**src/rtl/npc_pkg.sv**
```systemverilog
package npc_pkg;

    typedef enum logic [2:0] {
        XM_SEQ  = 3'd0,
        XM_ABS  = 3'd1,
        XM_REL  = 3'd2,
        XM_IND  = 3'd3,
        XM_SKIP = 3'd4
    } xfer_mode_e;

    typedef enum logic [1:0] {
        CK_ALWAYS = 2'd0,
        CK_EQ     = 2'd1,
        CK_NZ     = 2'd2,
        CK_FLAG   = 2'd3
    } cond_kind_e;

    typedef struct packed {
        xfer_mode_e kind;
        logic       go;
    } xfer_dec_t;

    // Map the raw code onto a mode; codes with no meaning fall back to sequential.
    function automatic xfer_mode_e decode_mode(input logic [2:0] code);
        xfer_mode_e m;
        case (code)
            3'd1:    m = XM_ABS;
            3'd2:    m = XM_REL;
            3'd3:    m = XM_IND;
            3'd4:    m = XM_SKIP;
            default: m = XM_SEQ;
        endcase
        return m;
    endfunction

endpackage

```
**src/rtl/npc_cond.sv**
```systemverilog
module npc_cond
    import npc_pkg::*;
#(
    parameter int W = 32
) (
    input  logic [2:0]   mode_code,
    input  logic [1:0]   cond_code,
    input  logic [W-1:0] opa,
    input  logic [W-1:0] opb,
    input  logic         flag_in,
    output xfer_dec_t    dec
);
    logic       ops_eq;
    logic       opa_nz;
    logic       cond_ok;
    xfer_mode_e kind;
    cond_kind_e ck;

    assign ops_eq = (opa == opb);
    assign opa_nz = |opa;
    assign kind   = decode_mode(mode_code);
    assign ck     = cond_kind_e'(cond_code);

    always_comb begin
        case (ck)
            CK_EQ:   cond_ok = ops_eq;
            CK_NZ:   cond_ok = opa_nz;
            CK_FLAG: cond_ok = flag_in;
            default: cond_ok = 1'b1;
        endcase
    end

    always_comb begin
        dec.kind = kind;
        case (kind)
            XM_ABS, XM_REL, XM_IND: dec.go = cond_ok;
            XM_SKIP:                dec.go = ops_eq;
            default:                dec.go = 1'b0;
        endcase
    end
endmodule

```
**src/rtl/npc_target.sv**
```systemverilog
module npc_target
    import npc_pkg::*;
#(
    parameter int PC_W        = 32,
    parameter int OFF_W       = 10,
    parameter int INSTR_BYTES = 4
) (
    input  logic [PC_W-1:0] pc_cur,
    input  xfer_dec_t       dec,
    input  logic [PC_W-1:0] imm_in,
    input  logic [PC_W-1:0] reg_in,
    output logic [PC_W-1:0] pc_next,
    output logic [PC_W-1:0] ret_addr
);
    localparam int SH = $clog2(INSTR_BYTES);
    localparam logic [PC_W-1:0] STEP = PC_W'(INSTR_BYTES);

    logic [PC_W-1:0] seq_addr;
    logic [PC_W-1:0] skip_addr;
    logic [PC_W-1:0] off_ext;
    logic [PC_W-1:0] rel_addr;

    assign seq_addr  = pc_cur + STEP;
    assign skip_addr = seq_addr + STEP;
    assign off_ext   = {{(PC_W-OFF_W){imm_in[OFF_W-1]}}, imm_in[OFF_W-1:0]};
    assign rel_addr  = seq_addr + (off_ext << SH);
    assign ret_addr  = seq_addr;

    always_comb begin
        pc_next = seq_addr;
        if (dec.go) begin
            case (dec.kind)
                XM_ABS:  pc_next = imm_in;
                XM_REL:  pc_next = rel_addr;
                XM_IND:  pc_next = reg_in;
                XM_SKIP: pc_next = skip_addr;
                default: pc_next = seq_addr;
            endcase
        end
    end
endmodule

```
**src/rtl/npc_sel.sv**
```systemverilog
module npc_sel
    import npc_pkg::*;
#(
    parameter int              PC_W        = 32,
    parameter int              OFF_W       = 10,
    parameter int              INSTR_BYTES = 4,
    parameter logic [PC_W-1:0] RESET_VEC   = 32'h0000_1000
) (
    input  logic            clk,
    input  logic            rst,
    input  logic            stall,
    input  logic [2:0]      mode,
    input  logic [1:0]      cond_sel,
    input  logic [PC_W-1:0] imm,
    input  logic [PC_W-1:0] rs_a,
    input  logic [PC_W-1:0] rs_b,
    input  logic            flag,
    input  logic            link_req,
    output logic [PC_W-1:0] pc,
    output logic [PC_W-1:0] link,
    output logic            taken
);
    xfer_dec_t       dec;
    logic [PC_W-1:0] pc_next;
    logic [PC_W-1:0] ret_addr;

    npc_cond #(.W(PC_W)) u_cond (
        .mode_code (mode),
        .cond_code (cond_sel),
        .opa       (rs_a),
        .opb       (rs_b),
        .flag_in   (flag),
        .dec       (dec)
    );

    npc_target #(
        .PC_W        (PC_W),
        .OFF_W       (OFF_W),
        .INSTR_BYTES (INSTR_BYTES)
    ) u_target (
        .pc_cur   (pc),
        .dec      (dec),
        .imm_in   (imm),
        .reg_in   (rs_a),
        .pc_next  (pc_next),
        .ret_addr (ret_addr)
    );

    assign taken = dec.go;

    always_ff @(posedge clk) begin
        if (rst) begin
            pc   <= RESET_VEC;
            link <= '0;
        end else if (!stall) begin
            pc <= pc_next;
            if (link_req) begin
                link <= ret_addr;
            end
        end
    end
endmodule

```
**config.mk**
```make
export PLATFORM = sky130hd
export DESIGN_NAME = npc_sel
export DESIGN_NICKNAME = d
export VERILOG_FILES = /design/src/rtl/npc_pkg.sv /design/src/rtl/npc_cond.sv /design/src/rtl/npc_target.sv /design/src/rtl/npc_sel.sv
export SDC_FILE = /design/constraint.sdc
export NUM_CORES = 1
export LEC_CHECK = 0
export BUFFER_PORTS_ARGS = -buffer_cell sky130_fd_sc_hd__buf_2
export CAP_MARGIN = 20
export CORE_MARGIN = 4
export CORE_UTILIZATION = 50
export CTS_CLUSTER_SIZE = 40
export DETAILED_ROUTE_END_ITERATION = 10
export GPL_TIMING_DRIVEN = 0
export PLACE_DENSITY_LB_ADDON = 0.08
export SLEW_MARGIN = 20
export SYNTH_ARGS = -nofsm -noshare
export SYNTH_HDL_FRONTEND = slang
export SYNTH_HIERARCHICAL = 1
export SYNTH_SLANG_ARGS = --single-unit
export TNS_END_PERCENT = 30
```
**constraint.sdc**
```tcl
create_clock -name clk -period 11.55 [get_ports clk]
set_input_delay 1.155 -clock clk [delete_from_list [all_inputs] [get_ports clk]]
set_output_delay 1.155 -clock clk [all_outputs]
set_load 0.01 [all_outputs]
```
==> results.rst, run 1 <==
.. list-table::
   :header-rows: 1

   * - Metric
     - Value
   * - Hold Crit Depth
     - 2
   * - Wire length of the first global-routing pass
     - ~40,000 um
   * - Area added between synthesis and finish
     - 19.0%
   * - Number of buffers inserted by hold repair at cts
     - 0
   * - Core box area
     - approximately 14,000 um2
   * - Leading post-synthesis cells by cell area
     - dfxtp_1, mux2i_1, xor2_1, nand4bb_1, ha_1
   * - Element type at the critical path end
     - flop
   * - Count of flip-flops with a built-in enable after synthesis
     - 0
   * - Kind of cell adding the most delay to the critical path
     - compound AO/OA/AOI/OAI gates
   * - Type of the worst setup path
     - input pin to flop
   * - Post-synth net total
     - 1,030
   * - Number of hold violations in the final report
     - 0
   * - Netlist area before placement
     - 7230 um2
   * - Cell with the most instances after synthesis
     - mux2i_1
   * - Kind of start point of the critical path
     - input pin
   * - Setup clock skew after layout
     - 0.00918 ns
   * - Largest vdd supply drop
     - slightly above 0.07 mV
   * - Number of placed instances with taps included
     - about 1,200
   * - Sw Share
     - between 30% and 40%
   * - Number of antenna violations at the first check in global routing
     - 0
   * - Slew Limit Fails
     - 0
   * - Shortest period the worst path allows
     - 6.75 ns
   * - Average wire per standard cell
     - 21.0 um
   * - Drt via density
     - 6.09
   * - Number of nets in the finished design
     - 1,210
   * - R2r setup slk
     - 6.62 ns
   * - Part of the power in the clock network
     - 37.9%
   * - Placement-stage cell area
     - 8300 um2
   * - Headroom to the max-slew limit
     - 36.4%
   * - Pwr/cell area
     - 86.3 nW/um2
   * - Cell type of the slowest stage on the worst timing path
     - o41ai_1
   * - Top cells by count, synth
     - mux2i_1, nor2_1, dfxtp_1
   * - Unrepaired setup endpoints after global routing
     - no
   * - Post-synth ARST share
     - 0%
   * - Register bit count reported by yosys
     - 64
   * - DRC violations left
     - 0
   * - Hold Path Sink
     - link[19]
   * - Chip width
     - 128 um
   * - Crit Reg-Reg Endpoint
     - pc[26]
   * - Data required time of the critical path
     - 11.83 ns
   * - RD Place Congestion
     - 0.968
   * - Final Instance Count excl. Fillers
     - roughly 1,300
   * - Vertical die dimension
     - about 130 um
   * - Worst hold slack across all endpoints
     - 0.460 ns
   * - Number of maximum-capacitance violations
     - 0
   * - Clock tree from TritonCTS
     - done
   * - Floorplan row count
     - between 40 and 50
   * - Starting density of the core
     - 51.5%
   * - Power share of the combinational group
     - a little under a third
   * - Aggregate negative setup slack
     - 0 ns
   * - HPWL after detailed placement
     - 21,400 um
   * - CTS Sinks
     - 64
   * - GR Overflow Total
     - 0
   * - Fraction of final layout cells with drive strength greater than 1
     - 22.0%
   * - Arrival time at the worst endpoint
     - approximately 7 ns
   * - Switching component of the power
     - 251 uW
   * - Diodes inserted
     - 0
   * - Type of the worst min-delay path
     - flop to flop
   * - Status
     - complete, no violations
   * - Number of primary I/O pins
     - between 150 and 200
   * - CP Depth
     - 21
   * - Relative contribution of sequential cells to total power
     - 31.6%
   * - Top cell type's share of synthesized area
     - 17.7%
   * - Number of setup buffers added after CTS
     - 0
   * - Yosys warns
     - 6
   * - Avg Inst Size Synth
     - 8.03 um2
   * - Period utilization
     - between 50% and 60%
   * - Part of the Yosys area used for sequential elements
     - 17.7%
   * - Master cell of the clock root buffer
     - clkbuf_16
   * - Die ar.
     - 16,400 um2
   * - Leak
     - 3.81 nW
   * - Insertion delay of the later-clocked pin in the worst-skew pair
     - 0.34 ns
   * - Library cell with the largest summed area after synthesis
     - dfxtp_1
   * - Worst R2R Start
     - pc[2]
   * - Aggregate global-route resource usage
     - 31.5%
   * - Number of unique standard cell types used by synthesis
     - 93
   * - Iteration count of the initial detailed-routing pass
     - 6
   * - Number of nets with antenna violations after detailed routing
     - 0
   * - Maximum number of pins on one net before global-route repair
     - 23
   * - Drt total wl
     - 26,600 um
   * - Setup violators final
     - 0
   * - Synthesized instance count
     - 900
   * - Start point of the worst hold path
     - link[19]
   * - Count of cells resized by post-cts repair
     - 0
   * - Worst Max-Slew Pin Slew
     - between 0.9 and 1 ns
   * - Detailed-route via count
     - 7,704
   * - Worst reg-to-reg path cell count
     - 16
   * - Fin area
     - 8600 um2
   * - Critical-path maximum fanout
     - 22
   * - Internal power
     - 491 uW
   * - Clock slew at reported path FFs
     - around 0.060 ns
   * - 1st-iter DRT viols
     - roughly 740
   * - Peak clock frequency supported by timing
     - around 150 MHz
   * - Predominant post-synthesis flop cell
     - dfxtp_1
   * - Number of buffers created by CTS
     - 9
   * - Number of buffers and inverters on the critical path
     - 5
   * - Maximum level of the CTS H-tree
     - 3
   * - Buffers added on ports
     - 169
   * - Cell-by-cell listing of the critical path
     - buf_2, nor3b_2, or3b_1, nand2_1, clkinv_1, clkbuf_1, clkbuf_1, buf_2, ha_1, o211ai_1, nor3_1, a21oi_1, o221a_2, o41ai_1, a2111oi_2, a2111oi_0, nor3_1, mux2_2, nor2_1, mux2i_1, nor2_1
   * - Max incr delay on CP
     - 0.63 ns
   * - Deepest clock path buffer count
     - 2
   * - Via count of the first global-routing pass
     - 7,142
## placed cells by master, fill, tap and decap left out, types with 5 or more instances in the layout
master / count
a22o_1: 9
nor2b_1: 5
mux2_2: 6
o21ai_0: 28
and2_1: 14
o22ai_1: 14
nand2_1: 57
o21a_1: 7
buf_4: 5
nand2b_1: 39
o32ai_1: 7
xnor3_1: 5
nand3_1: 19
o31ai_1: 6
clkbuf_1: 34
xnor2_1: 27
a211o_1: 5
o21ai_1: 38
a21o_1: 7
or3_1: 5
nor4_2: 5
clkbuf_16: 9
a21oi_1: 45
nor4_1: 18
and3_1: 11
dfxtp_1: 64
nor3_1: 20
nand4_1: 12
o211ai_1: 6
ha_1: 23
a211oi_1: 9
a31oi_1: 6
mux2i_1: 66
buf_2: 180
nor2_1: 65
inv_1: 29
nand4bb_1: 32
xor2_1: 59
## tightest hold or removal path, cell delays in order, from the launching register on
cell and delay [ns]:
dfxtp_1 0.30, nand2b_1 0.06, o21ai_1 0.05
## metal layers
metal  track usage, %  part of all wire, %  wire length (um)  vias up
met5                0                    0                 0        -
met4             8.61                  2.2               582        0
met3             10.4                   11              3000       40
met2             49.3                   44             11700      410
met1             41.5                   42             11300     3556
li1                 -                    -                 -     3698
## metrics by stage
| step | utilization, % | total power, mW | setup slack, ns |
|---|---|---|---|
| 2_1_floorplan | - | 0.381 | 5.75 |
| 3_3_place_gp | 59.1 | 0.458 | 4.10 |
| 3_5_place_dp | 59.1 | 0.459 | 4.61 |
| 4_1_cts | 61.2 | 0.741 | 4.93 |
| 5_1_grt | 61.2 | 0.772 | 4.49 |
| 6_report | 61.2 | 0.742 | 4.80 |
## cells by family after synthesis
| kind of cell | share of synthesized area [%] |
|---|---|
| compound gates | 21.2 |
| xor+xnor | 12.0 |
| fa+ha+maj | 4.68 |
| buf+inv | 6.25 |
| flops | 17.7 |
| mux | 10.1 |
| simple gates | 28.1 |
## state kept, by name, summed over array words and instances, names as in the netlist
name  count
pc       32
link     32
## layout make-up
cell class	instances	area, um2
Tap cell	180	225
Clock inverter	5	56.3
Multi-Input combinational cell	745	5490
Clock buffer	11	243
Inverter	31	116
Timing Repair Buffer	169	846
Buffer	60	337
Fill cell	1341	5450
Sequential cell	64	1280
## how the worst max path moves through the flow
stage / start / endpoint
2_1_floorplan: mode[1] / pc[30]
5_1_grt: mode[0] / pc[30]
4_1_cts: mode[1] / pc[30]
3_3_place_gp: mode[0] / pc[30]
6_report: mode[1] / pc[30]
3_5_place_dp: mode[1] / pc[30]
## power by group through the flow
stage	clock network [mW]	logic, mW	registers (mW)
final	0.281	0.226	0.235
after global routing	0.294	0.242	0.236
after CTS	0.286	0.221	0.235
after detailed placement	0	0.220	0.240
after global placement	0	0.219	0.239
after floorplan	0	0.141	0.240
(Power assumes the default switching activity.)
==> run 2, diff against run 1 <==
ABC_AREA = 1   (was not set)
clock period = 5.7 ns   (was 11.55 ns; I/O delays follow)
==> run 2 against run 1 <==
Synthesized cell count grew 45%; final cell count increased by 32%; via count rose by 18%; count of clock-buffer cells in the layout is 1 lower; sequential power grew 120%; routed wire length is 12% higher; design area is 3.1% higher; largest cell class unchanged.
==> results.rst, run 2 <==
.. list-table::
   :header-rows: 1

   * - Metric
     - Value
   * - GR Overflow Total
     - 0 (unchanged)
   * - Diodes inserted
     - 0 (unchanged)
   * - Number of hold violations in the final report
     - 0 (unchanged)
   * - Master cell of the clock root buffer
     - clkbuf_16 (unchanged)
   * - Aggregate negative setup slack
     - 0 ns (unchanged)
   * - Number of buffers inserted by hold repair at cts
     - 0 (unchanged)
   * - Drt total wl
     - 29,800 um (was 26,600 um)
   * - Status
     - complete, no violations (unchanged)
   * - Drt via density
     - 5.43 (was 6.09)
   * - Maximum level of the CTS H-tree
     - 3 (unchanged)
   * - Iteration count of the initial detailed-routing pass
     - 6 (unchanged)
   * - Number of antenna violations at the first check in global routing
     - 2 (was 0)
   * - Number of maximum-capacitance violations
     - 0 (unchanged)
   * - R2r setup slk
     - 1.28 ns (was 6.62 ns)
   * - Number of primary I/O pins
     - 171 (unchanged)
   * - Chip width
     - 131 um (was 128 um)
   * - Worst hold slack across all endpoints
     - 0.475 ns (was 0.460 ns)
   * - Most common cell after layout, fill and taps aside
     - nand2_1 (was buf_2)
   * - Number of nets in the finished design
     - 1,614 (was 1,210)
   * - Element type at the critical path end
     - flop (unchanged)
   * - Worst reg-to-reg path cell count
     - 21 (was 16)
   * - Fraction of final layout cells with drive strength greater than 1
     - 22.8% (was 22.0%)
   * - Type of the worst min-delay path
     - flop to flop (unchanged)
   * - Detailed-route via count
     - 9,084 (was 7,704)
   * - Number of setup buffers added after CTS
     - 0 (unchanged)
   * - Critical-path maximum fanout
     - 7 (was 22)
   * - Period utilization
     - 77.5%
   * - Count of flip-flops with a built-in enable after synthesis
     - 0 (unchanged)
   * - Unrepaired setup endpoints after global routing
     - no (unchanged)
   * - Top cells by count, synth
     - nand2_1, nor2_1, inv_1 (was mux2i_1, nor2_1, dfxtp_1)
   * - Leak
     - 4.63 nW (was 3.81 nW)
   * - Clock slew at reported path FFs
     - 0.06 ns (about the same)
   * - Insertion delay of the later-clocked pin in the worst-skew pair
     - 0.35 ns (was 0.34 ns)
   * - Floorplan row count
     - 44 (was 43)
   * - DRC violations left
     - 0 (unchanged)
   * - Wire length of the first global-routing pass
     - 45,600 um (was 40,200 um)
   * - Predominant post-synthesis flop cell
     - dfxtp_1 (unchanged)
   * - Fin area
     - 8860 um2 (was 8600 um2)
   * - Number of buffers created by CTS
     - 9 (unchanged)
   * - Maximum number of pins on one net before global-route repair
     - 23 (unchanged)
   * - Via count of the first global-routing pass
     - 8,508 (was 7,142)
   * - Core box area
     - 14,600 um2 (was 14,000 um2)
   * - End point of the critical path
     - pc[23] (was pc[30])
   * - Headroom to the max-slew limit
     - 32.0% (was 36.4%)
   * - Largest registers
     - link (32), pc (32) (unchanged)
   * - Highest-count cells in the layout ignoring fill and taps
     - nand2_1, nor2_1, buf_2, inv_1, nand3_1 (was buf_2, mux2i_1, nor2_1, dfxtp_1, xor2_1)
   * - Aggregate global-route resource usage
     - 35.0% (was 31.5%)
   * - 1st-iter DRT viols
     - 845 (was 738)
   * - Slew Limit Fails
     - 0 (unchanged)
   * - HPWL after detailed placement
     - 24,500 um (was 21,400 um)
   * - Deepest clock path buffer count
     - 2 (unchanged)
   * - Number of nets with antenna violations after detailed routing
     - 0 (unchanged)
   * - Post-synth net total
     - 1,434 (was 1,030)
   * - Netlist area before placement
     - 7500 um2 (was 7230 um2)
   * - Worst R2R Start
     - pc[2] (unchanged)
   * - CTS Sinks
     - 64 (unchanged)
   * - Avg Inst Size Synth
     - 5.76 um2 (was 8.03 um2)
   * - Largest vdd supply drop
     - 0.155 mV (was 0.0707 mV)
   * - Post-synth ARST share
     - 0% (unchanged)
   * - Pwr/cell area
     - 190 nW/um2 (was 86.3 nW/um2)
   * - Average wire per standard cell
     - 17.8 um (was 21.0 um)
   * - Die ar.
     - 17,000 um2 (was 16,400 um2)
   * - Setup clock skew after layout
     - 0.0162 ns (was 0.00918 ns)
   * - Count of cells resized by post-cts repair
     - 0 (unchanged)
   * - Part of the Yosys area used for sequential elements
     - 17.1% (was 17.7%)
   * - Yosys warns
     - 6 (unchanged)
   * - Leading post-synthesis cells by cell area
     - dfxtp_1, nand2_1, nor2_1, nand3_1, inv_1 (was dfxtp_1, mux2i_1, xor2_1, nand4bb_1, ha_1)
   * - Register bit count reported by yosys
     - 64 (unchanged)
   * - Worst setup path start
     - pc[2] (was mode[1])
   * - Library cell with the largest summed area after synthesis
     - dfxtp_1 (unchanged)
   * - Data required time of the critical path
     - 5.92 ns (was 11.83 ns)
   * - Starting density of the core
     - 51.2% (was 51.5%)
   * - Shortest period the worst path allows
     - 4.42 ns
   * - Top cell type's share of synthesized area
     - 17.1% (was 17.7%)
   * - RD Place Congestion
     - 0.993 (was 0.968)
   * - Type of the worst setup path
     - flop to flop (was input pin to flop)
   * - Buffers added on ports
     - 169 (unchanged)
   * - Number of unique standard cell types used by synthesis
     - 51 (was 93)
   * - Arrival time at the worst endpoint
     - 4.63 ns (was 7.03 ns)
   * - Placement-stage cell area
     - 8580 um2 (was 8300 um2)
   * - Setup violators final
     - 0 (unchanged)
   * - Worst Max-Slew Pin Slew
     - 1.02 ns (was 0.942 ns)
   * - Number of placed instances with taps included
     - 1,657 (was 1,249)
   * - Crit Reg-Reg Endpoint
     - pc[23] (was pc[26])
   * - Clock tree from TritonCTS
     - done (unchanged)
   * - Peak clock frequency supported by timing
     - 226 MHz
   * - Cell with the most instances after synthesis
     - nand2_1 (was mux2i_1)
   * - Final Instance Count excl. Fillers
     - 1,673 (was 1,265)
   * - Kind of start point of the critical path
     - flop (was input pin)
   * - Synthesized instance count
     - 1,304 (was 900)
   * - Vertical die dimension
     - 131 um (was 128 um)
   * - Area added between synthesis and finish
     - 18.1% (was 19.0%)
-- run 2: changes by cell type after synthesis, sizes merged, moves of 50 or more --
cell | previous run | this run
nand2 | 57 | 368
nor2 | 66 | 269
inv | 29 | 172
nand3 | 20 | 148
mux2i | 66 | 0
xor2 | 59 | 9
-- run 2: metrics by stage --
stage	setup WS [ns]	util (%)	power, mW
floorplan	2.45	-	0.920
global placement	1.56	58.6	1.13
detailed placement	1.58	58.6	1.13
CTS	1.55	60.5	1.68
global route	1.08	60.5	1.77
finish	1.28	60.5	1.68
-- run 2: how the worst min path moves through the flow --
stage	cells past startpoint	end	from	slack, ns
2_1_floorplan	2	link[0]	link[0]	0.51
3_3_place_gp	2	link[26]	link[26]	0.46
3_5_place_dp	2	link[30]	link[30]	0.47
4_1_cts	2	link[30]	link[30]	0.48
5_1_grt	2	link[10]	link[10]	0.51
6_report	2	link[30]	link[30]	0.47
-- run 2: logic make-up after synthesis --
group                      synth area share [%]
buffers and inverters                      11.5
xor gates and xnor gates                   3.97
DFF                                        17.1
adders and majority gates                  4.10
AOI/OAI and AO/OA                          12.7
and+or+nand+nor                            50.6
-- run 2: where the power goes --
| part | internal (mW) | switching (mW) |
|---|---|---|
| clock network | 0.308 | 0.239 |
| registers | 0.478 | 0.0372 |
| logic | 0.220 | 0.398 |
-- run 2: layout make-up --
type                            count  area [um2]
Inverter                          174         657
Clock inverter                      6        42.5
Buffer                             42         206
Fill cell                        1585        5780
Multi-Input combinational cell   1024        5360
Sequential cell                    64        1280
Tap cell                          184         230
Timing Repair Buffer              169         846
Clock buffer                       10         239
-- run 2: critical path, stage by stage, from the launching register on --
cell	delay [ns]
dfxtp_1	0.44
ha_1	0.46
nand3_1	0.19
nor2_2	0.41
xor2_1	0.44
ha_1	0.39
nand2_1	0.09
nand2_1	0.07
a31oi_1	0.21
nand2_1	0.08
a21oi_1	0.23
nor2_1	0.10
nand2_1	0.08
nand3_2	0.11
nand2_2	0.13
nor2_1	0.06
nor2_1	0.09
nand2_1	0.06
nand3_1	0.07
a21oi_1	0.06
o21ai_0	0.46
nor2_1	0.07
-- run 2: routing by layer --
| layer | track usage, % | part of all wire [%] |
|---|---|---|
| met1 | 42.8 | 40 |
| met2 | 58.3 | 47 |
| met3 | 7.97 | 8.2 |
| met4 | 16.2 | 5.0 |
| met5 | 0 | 0.11 |
==> run 3, diff against run 2 <==
clock period = 3.61 ns   (was 5.7 ns; I/O delays follow)
==> run 3 against run 2 <==
Worst setup slack worse by 1.2 ns; total power increased by 60%; utilization rose by 1.3 points; routed wire length rose by 0.98%; sequential power rose by 59%; first-iteration DRC count decreased by 17%; final cell count increased by 0.24%; critical path type unchanged; highest routed layer unchanged.
==> results.rst, run 3 (synthesis gave the netlist of run 2 again) <==
.. list-table::
   :header-rows: 1

   * - Metric
     - Value
   * - Type of the worst setup path
     - flop to flop (unchanged)
   * - Highest-count cells in the layout ignoring fill and taps
     - nand2_1, nor2_1, buf_2, inv_1, nand3_1 (unchanged)
   * - Largest vdd supply drop
     - 0.247 mV (was 0.155 mV)
   * - Insertion delay of the later-clocked pin in the worst-skew pair
     - 0.35 ns (about the same)
   * - Master cell of the clock root buffer
     - clkbuf_16 (unchanged)
   * - Starting density of the core
     - 51.2% (unchanged)
   * - Average wire per standard cell
     - 17.9 um (was 17.8 um)
   * - Setup violators final
     - 0 (unchanged)
   * - Floorplan row count
     - 44 (unchanged)
   * - Die ar.
     - 17,000 um2 (unchanged)
   * - Slew Limit Fails
     - 0 (unchanged)
   * - Unrepaired setup endpoints after global routing
     - yes (was no)
   * - Fin area
     - 9050 um2 (was 8860 um2)
   * - Status
     - complete, no violations (unchanged)
   * - Chip width
     - 131 um (unchanged)
   * - Most common cell after layout, fill and taps aside
     - nand2_1 (unchanged)
   * - Clock tree from TritonCTS
     - done (unchanged)
   * - Leak
     - 4.67 nW (was 4.63 nW)
   * - Maximum number of pins on one net before global-route repair
     - 23 (unchanged)
   * - DRC violations left
     - 0 (unchanged)
   * - GR Overflow Total
     - 0 (unchanged)
   * - Kind of start point of the critical path
     - flop (unchanged)
   * - Worst Max-Slew Pin Slew
     - 1.06 ns (was 1.02 ns)
   * - Area added between synthesis and finish
     - 20.7% (was 18.1%)
   * - Buffers added on ports
     - 169 (unchanged)
   * - Power Total
     - 2.69 mW (was 1.68 mW)
   * - Aggregate global-route resource usage
     - 35.0% (about the same)
   * - Via count of the first global-routing pass
     - 8,521 (was 8,508)
   * - Period utilization
     - 97.6% (was 77.5%)
   * - CTS Sinks
     - 64 (unchanged)
   * - Critical-path maximum fanout
     - 6 (was 7)
   * - RD Place Congestion
     - 0.993 (unchanged)
   * - Detailed-route via count
     - 9,179 (was 9,084)
   * - Shortest period the worst path allows
     - 3.52 ns (was 4.42 ns)
   * - Number of antenna violations at the first check in global routing
     - 2 (unchanged)
   * - Number of buffers inserted by hold repair at cts
     - 0 (unchanged)
   * - Arrival time at the worst endpoint
     - 3.79 ns (was 4.63 ns)
   * - Setup clock skew after layout
     - 0.0160 ns (was 0.0162 ns)
   * - Number of nets in the finished design
     - 1,618 (was 1,614)
   * - Number of buffers created by CTS
     - 9 (unchanged)
   * - Vertical die dimension
     - 131 um (unchanged)
   * - Post-layout util
     - 61.8% (was 60.5%)
   * - Largest registers
     - link (32), pc (32) (unchanged)
   * - Fraction of final layout cells with drive strength greater than 1
     - 25.1% (was 22.8%)
   * - Final Instance Count excl. Fillers
     - 1,677 (was 1,673)
   * - 1st-iter DRT viols
     - 698 (was 845)
   * - Number of hold violations in the final report
     - 0 (unchanged)
   * - Placement-stage cell area
     - 8580 um2 (unchanged)
   * - Drt total wl
     - 30,100 um (was 29,800 um)
   * - Peak clock frequency supported by timing
     - 284 MHz (was 226 MHz)
   * - Iteration count of the initial detailed-routing pass
     - 6 (unchanged)
   * - Number of placed instances with taps included
     - 1,657 (unchanged)
   * - Maximum level of the CTS H-tree
     - 3 (unchanged)
   * - Deepest clock path buffer count
     - 2 (unchanged)
   * - Headroom to the max-slew limit
     - 29.6% (was 32.0%)
   * - Wire length of the first global-routing pass
     - 45,600 um (about the same)
   * - Number of nets with antenna violations after detailed routing
     - 0 (unchanged)
   * - Diodes inserted
     - 0 (unchanged)
   * - Worst Slack Setup Final
     - 0.0859 ns (was 1.28 ns)
   * - Drt via density
     - 5.47 (was 5.43)
   * - Core box area
     - 14,600 um2 (unchanged)
   * - Pwr/cell area
     - 297 nW/um2 (was 190 nW/um2)
   * - Clock slew at reported path FFs
     - 0.06 ns (about the same)
   * - Worst slack, placed
     - -0.500 ns (was 1.58 ns)
   * - Type of the worst min-delay path
     - input pin to flop (was flop to flop)
   * - Number of maximum-capacitance violations
     - 0 (unchanged)
   * - Number of primary I/O pins
     - 171 (unchanged)
   * - HPWL after detailed placement
     - 24,500 um (unchanged)
   * - Data required time of the critical path
     - 3.87 ns (was 5.92 ns)
   * - Element type at the critical path end
     - flop (unchanged)
==> run 3: changes by cell type in the layout (fill, tap and decap cells not counted), sizes merged <==
cell and delta:
buf +4
==> run 3: critical path, stage by stage (launching register included) <==
cell	delay, ns
dfxtp_2	0.40
ha_4	0.19
nand2_1	0.09
nor2_4	0.16
nand2_4	0.11
xor2_1	0.24
inv_2	0.11
ha_4	0.27
a21o_1	0.15
a31oi_1	0.22
nand2_1	0.10
a21oi_2	0.17
nor2_1	0.08
nand2_1	0.07
nand3_2	0.12
nand2_2	0.13
nand2_1	0.06
nand2_1	0.10
nand2_1	0.06
nand2_1	0.05
nand3_1	0.10
a21oi_1	0.14
o21ai_0	0.11
nor2_1	0.18
==> run 3: final cells by class <==
type                    count  area, um2
inverters                 174        657
multi-input cells        1024       5500
clock inverters             6       42.5
fillers                  1557       5590
well taps                 184        230
repair buffers            173        876
flip-flops and latches     64       1300
plain buffers              42        206
clock buffers              10        239
==> run 3: timing repair <==
action | in CTS | in global routing
gates cloned | 0 | 0
setup endpoints to repair | 20 | 17
buffers inserted | 0 | 4
hold endpoints to repair | 0 | 0
resized for setup | 13 | 30
pin swaps | 0 | 3
==> run 3: final timing paths <==
path            start       end  slack [ns]  cells after the start
max             pc[3]    pc[27]        0.09                     23
min          link_req   link[0]        0.40                      4
max reg2reg     pc[3]    pc[27]        0.09                     23
min reg2reg  link[30]  link[30]        0.47                      2
==> run 3: power by group <==
| part | total (mW) | internal, mW | switching (mW) | leakage [nW] |
|---|---|---|---|---|
| clock network | 0.868 | 0.487 | 0.381 | 0.135 |
| logic | 0.999 | 0.362 | 0.637 | 4.00 |
| registers | 0.820 | 0.757 | 0.0628 | 0.533 |
==> run 3: through the flow <==
stage          setup TNS, ns  hold slack [ns]
2_1_floorplan              0            0.508
3_3_place_gp           -6.23            0.460
3_5_place_dp           -6.09            0.466
4_1_cts                    0            0.399
5_1_grt               -0.243            0.418
6_report                   0            0.401
==> run 3: layer usage <==
metal | vias up | GRT usage, % | part of all wire [%]
met5 | - | 0 | 0.12
met4 | 4 | 16.2 | 5.1
met3 | 95 | 7.89 | 8.7
met2 | 446 | 58.5 | 47
met1 | 4100 | 42.9 | 39
li1 | 4534 | - | -
